===== config.mk =====
export PLATFORM = sky130hd
export DESIGN_NAME = msb_gt_cmp
export DESIGN_NICKNAME = d
export VERILOG_FILES = /design/src/rtl/msb_gt_cmp_pkg.sv /design/src/rtl/msb_gt_predict.sv /design/src/rtl/msb_gt_opreg.sv /design/src/rtl/msb_gt_core.sv /design/src/rtl/msb_gt_cmp.sv
export SDC_FILE = /design/constraint.sdc
export NUM_CORES = 1
export LEC_CHECK = 0
export BUFFER_PORTS_ARGS = -buffer_cell sky130_fd_sc_hd__buf_4
export CORE_MARGIN = 2
export CORE_UTILIZATION = 42
export CTS_CLUSTER_SIZE = 8
export DETAILED_ROUTE_END_ITERATION = 7
export PLACE_DENSITY = 0.69
export SYNTH_ARGS = -nofsm -noshare
export SYNTH_HDL_FRONTEND = slang
export SYNTH_SLANG_ARGS = --single-unit

===== constraint.sdc =====
create_clock -name clk_i -period 1.59 [get_ports clk_i]
set_clock_uncertainty 0.1 [all_clocks]
set_input_delay 0.318 -clock clk_i [delete_from_list [all_inputs] [get_ports clk_i]]
set_output_delay 0.318 -clock clk_i [all_outputs]
set_load 0.02 [all_outputs]

===== src/rtl/msb_gt_cmp_pkg.sv =====
package msb_gt_cmp_pkg;
  typedef enum logic {
    PATH_FULL = 1'b0,
    PATH_MSB  = 1'b1
  } cmp_path_e;
endpackage


===== src/rtl/msb_gt_predict.sv =====
module msb_gt_predict
  import msb_gt_cmp_pkg::*;
(
  input  logic      valid_i,
  input  logic      a_msb_i,
  input  logic      b_msb_i,
  output logic      lo_en_o,
  output cmp_path_e path_o
);
  logic msb_same;

  assign msb_same = ~(a_msb_i ^ b_msb_i);
  assign lo_en_o  = valid_i & msb_same;
  assign path_o   = msb_same ? PATH_FULL : PATH_MSB;
endmodule


===== src/rtl/msb_gt_opreg.sv =====
module msb_gt_opreg #(
  parameter int unsigned W = 16
) (
  input  logic         clk_i,
  input  logic         rst_ni,
  input  logic         valid_i,
  input  logic         lo_en_i,
  input  logic [W-1:0] d_i,
  output logic         msb_o,
  output logic [W-2:0] lo_o
);
  localparam int unsigned LW = W - 1;

  logic          msb_q;
  logic [LW-1:0] lo_q;

  always_ff @(posedge clk_i or negedge rst_ni) begin
    if (!rst_ni) msb_q <= 1'b0;
    else if (valid_i) msb_q <= d_i[W-1];
  end

  // low field only moves when the predictor cannot decide
  always_ff @(posedge clk_i or negedge rst_ni) begin
    if (!rst_ni) lo_q <= '0;
    else if (lo_en_i) lo_q <= d_i[LW-1:0];
  end

  assign msb_o = msb_q;
  assign lo_o  = lo_q;
endmodule


===== src/rtl/msb_gt_core.sv =====
module msb_gt_core
  import msb_gt_cmp_pkg::*;
#(
  parameter int unsigned W = 16
) (
  input  logic         clk_i,
  input  logic         rst_ni,
  input  logic         vld_i,
  input  cmp_path_e    path_i,
  input  logic         a_msb_i,
  input  logic         b_msb_i,
  input  logic [W-2:0] a_lo_i,
  input  logic [W-2:0] b_lo_i,
  output logic         result_o,
  output logic         vld_o,
  output logic         hold_o
);
  logic res_d, res_q, vld_q, hold_q;

  always_comb begin
    if (path_i == PATH_MSB) res_d = a_msb_i & ~b_msb_i;
    else                    res_d = a_lo_i > b_lo_i;
  end

  always_ff @(posedge clk_i or negedge rst_ni) begin
    if (!rst_ni) begin
      res_q  <= 1'b0;
      vld_q  <= 1'b0;
      hold_q <= 1'b0;
    end else begin
      vld_q  <= vld_i;
      hold_q <= vld_i & (path_i == PATH_MSB);
      if (vld_i) res_q <= res_d;
    end
  end

  assign result_o = res_q;
  assign vld_o    = vld_q;
  assign hold_o   = hold_q;
endmodule


===== src/rtl/msb_gt_cmp.sv =====
module msb_gt_cmp
  import msb_gt_cmp_pkg::*;
#(
  parameter int unsigned W = 16
) (
  input  logic         clk_i,
  input  logic         rst_ni,
  input  logic         valid_i,
  input  logic [W-1:0] a_i,
  input  logic [W-1:0] b_i,
  output logic         result_o,
  output logic         res_vld_o,
  output logic         lo_hold_o
);
  localparam int unsigned NOP = 2;

  logic                  lo_en;
  cmp_path_e             path_d, path_q;
  logic                  v_q;
  logic [NOP-1:0][W-1:0] opnd;
  logic [NOP-1:0]        msb_q;
  logic [NOP-1:0][W-2:0] lo_q;
  logic [W-2:0]          a_lo_q, b_lo_q;

  assign opnd = {b_i, a_i};

  msb_gt_predict u_pred (
    .valid_i (valid_i),
    .a_msb_i (a_i[W-1]),
    .b_msb_i (b_i[W-1]),
    .lo_en_o (lo_en),
    .path_o  (path_d)
  );

  for (genvar g = 0; g < NOP; g++) begin : g_op
    msb_gt_opreg #(.W(W)) u_reg (
      .clk_i   (clk_i),
      .rst_ni  (rst_ni),
      .valid_i (valid_i),
      .lo_en_i (lo_en),
      .d_i     (opnd[g]),
      .msb_o   (msb_q[g]),
      .lo_o    (lo_q[g])
    );
  end

  always_ff @(posedge clk_i or negedge rst_ni) begin
    if (!rst_ni) begin
      v_q    <= 1'b0;
      path_q <= PATH_FULL;
    end else begin
      v_q <= valid_i;
      if (valid_i) path_q <= path_d;
    end
  end

  assign a_lo_q = lo_q[0];
  assign b_lo_q = lo_q[1];

  msb_gt_core #(.W(W)) u_core (
    .clk_i    (clk_i),
    .rst_ni   (rst_ni),
    .vld_i    (v_q),
    .path_i   (path_q),
    .a_msb_i  (msb_q[0]),
    .b_msb_i  (msb_q[1]),
    .a_lo_i   (a_lo_q),
    .b_lo_i   (b_lo_q),
    .result_o (result_o),
    .vld_o    (res_vld_o),
    .hold_o   (lo_hold_o)
  );
endmodule


==> run metrics <==
Iter 0 DRT Violations 30; dpl cell area roughly 2200 um^2; mapped cell area 1856 um^2; most frequent cell after synthesis dfrtp_1; 1st-pass router iterations 3; Core Footprint 4294 um^2; largest net degree at the start of global routing 38; antenna fix cells 0; pre-CTS setup slack 29.11 ps; Remaining Overflow, GRT 0; vias in the first global route 1,240; clock root buffer clkbuf_8; PwrDens around 1200 nW/um^2; die width 70.47 um; synth cell count leaders dfrtp_1 (37), mux2_4 (29), ha_1 (15), inv_1 (15), a21oi_1 (6); row count 24; CTS Buffer Depth 2; H-tree levels 2; initial core utilization 43.21%; DR WL/cell 14.76 um; EDFF count, synth 0; final setup margin 30.92 ps; layout cells sized above 1 slightly below 50%; I/O pins 38; post-synthesis cell type count 23; post-detail-place hpwl 2457 um; layout net count 226; Final Max Tran Viols 0; Seq cells post-synth 37; FMAX 641.4 MHz; Synth Warn # 0; post-route ant nets 0; minimum clock period 1559 ps; crit path kind reg2reg; Final Instance Area approximately 2400 um^2; die area between 4000 and 5000 um^2; WL final 3380 um; sequential-to-total area share from yosys stat between 40% and 50%; vias per inst 4.886; IO buf count 37; relative slew slack 68.45%; clk sinks 37; mean post-synth cell area between 10 and 15 um^2; Slew @ Worst Pin 473.3 ps; post-synth top area share 49.90%; period utilisation layout roughly 98%; routability cong. 0.7538; post-synthesis cell count 131; class of the tightest hold or removal check in2reg; leak pwr about 1.2 nW; Inserted Clock Buffers 5; top post-synthesis cells by area dfrtp_1 (50%), mux2_4 (23%), ha_1 (10%); Worst VDD drop a little under 0.6 mV; post-synth top area cell dfrtp_1; Primary FF master, synth dfrtp_1; Worst EP required 1700 ps; crit path capture type register; Mapped Nets about 180; CTS tree yes; asr flop ratio synth between 90% and 100%; Max Cap Violations 0; Area Growth Syn to Fin 28.46%; worst skew pair latency 290 ps; startpoint types register; final setup fails 0; status completed; Reg clk slew, reported paths 70 ps; final hold viol count 0; Chip Height 70.47 um; CP arrival between 1500 and 2000 ps; antenna violations before repair 0; vias 1,119; total global-route track usage between 10% and 20%; CP Max Fanout 2; first-pass GRT wire length ~5700 um; drt drc 0
[worst max-delay path, cell delays in order, from the launching register on]
cell and delay [ps]:
dfrtp_1 420, ha_4 280, and4_4 230, a21boi_2 150
o211ai_1 110, a31oi_1 190
[per-stage QoR]
step	power (W)	utilization, %	instances	TNS (ps)	hold WS [ps]
after floorplan	0.001729	-	131	0	-77.59
after global placement	0.001935	51.05	219	0	196.1
after detailed placement	0.001963	51.05	219	0	209.2
after CTS	0.002820	54.08	228	0	73.33
after global routing	0.003061	55.51	229	-10.60	65.44
final	0.002856	55.51	229	0	82.40
[report_power, final]
part           internal (W)  switching (W)
Clock              0.000510       0.000333
Combinational      0.000480       0.000310
Sequential          0.00111       0.000111
Total               0.00210       0.000754
[sequential cells by signal, summed over array words and instances, names as in the netlist]
register          flops
g_op.u_reg.lo_o      30
u_core.result_o       1
g_op.u_reg.msb_o      2
u_core.hold_o         1
path_q                1
v_q                   1
u_core.vld_o          1
[cells in the final DEF, fill, tap and decap left out, types with 3 or more instances in the layout]
cell,n
a21oi_1,6
clkbuf_8,6
nand2_1,3
dfrtp_1,37
inv_1,15
mux2_4,29
mux2_2,3
ha_1,12
ha_4,3
buf_4,39
[final cells by class]
type | count | area (um^2)
multi-input combinational | 76 | 893.4
sequential | 37 | 925.9
clock inverter | 2 | 37.54
timing repair buffer | 41 | 322.8
inverter | 15 | 56.30
clock buffer | 6 | 82.58
tap | 52 | 65.06
fill | 355 | 1911
[cells by family after synthesis]
kind of cell / Yosys count / synth area share, %
multiplexers: 32 / 25.29
AO/OA/AOI/OAI: 16 / 5.193
XOR/XNOR: 1 / 0.4721
flip-flops: 37 / 49.90
AND/OR/NAND/NOR: 12 / 4.182
adder cells (fa/ha/maj): 15 / 10.11
buffers and inverters: 18 / 4.855
[routing by layer]
metal | vias to the layer above | part of all wire [%] | GRT usage [%]
li1 | 547 | - | -
met1 | 543 | 43 | 18.31
met2 | 23 | 51 | 25.16
met3 | 6 | 4.9 | 4.618
met4 | 0 | 2.0 | 6.410
met5 | - | 0 | 0
[path summary, 6_finish.rpt]
path	from	endpoint	slack, ps	depth (start not counted)
hold / removal	valid_i	v_q$_DFF_PN0_	80	1
max in group asynchronous	rst_ni	g_op[0].u_reg.lo_o[3]$_DFFE_PN0P_	620	2
hold reg to reg	v_q$_DFF_PN0_	u_core.vld_o$_DFF_PN0_	330	0
min in group asynchronous	rst_ni	g_op[1].u_reg.lo_o[1]$_DFFE_PN0P_	440	2
setup / recovery	g_op[0].u_reg.lo_o[5]$_DFFE_PN0P_	u_core.result_o$_DFFE_PN0P_	30	5
setup reg to reg	g_op[0].u_reg.lo_o[5]$_DFFE_PN0P_	u_core.result_o$_DFFE_PN0P_	30	5
[timing repair]
| action | CTS | global route |
|---|---|---|
| hold buffers | 1 | 0 |
| endpoints found under the hold margin | 37 | 0 |
| endpoints found under the setup margin | 0 | 1 |
| resized for setup | 0 | 9 |
| setup buffers | 0 | 1 |
No activity file was read; power rests on OpenSTA's default activity.
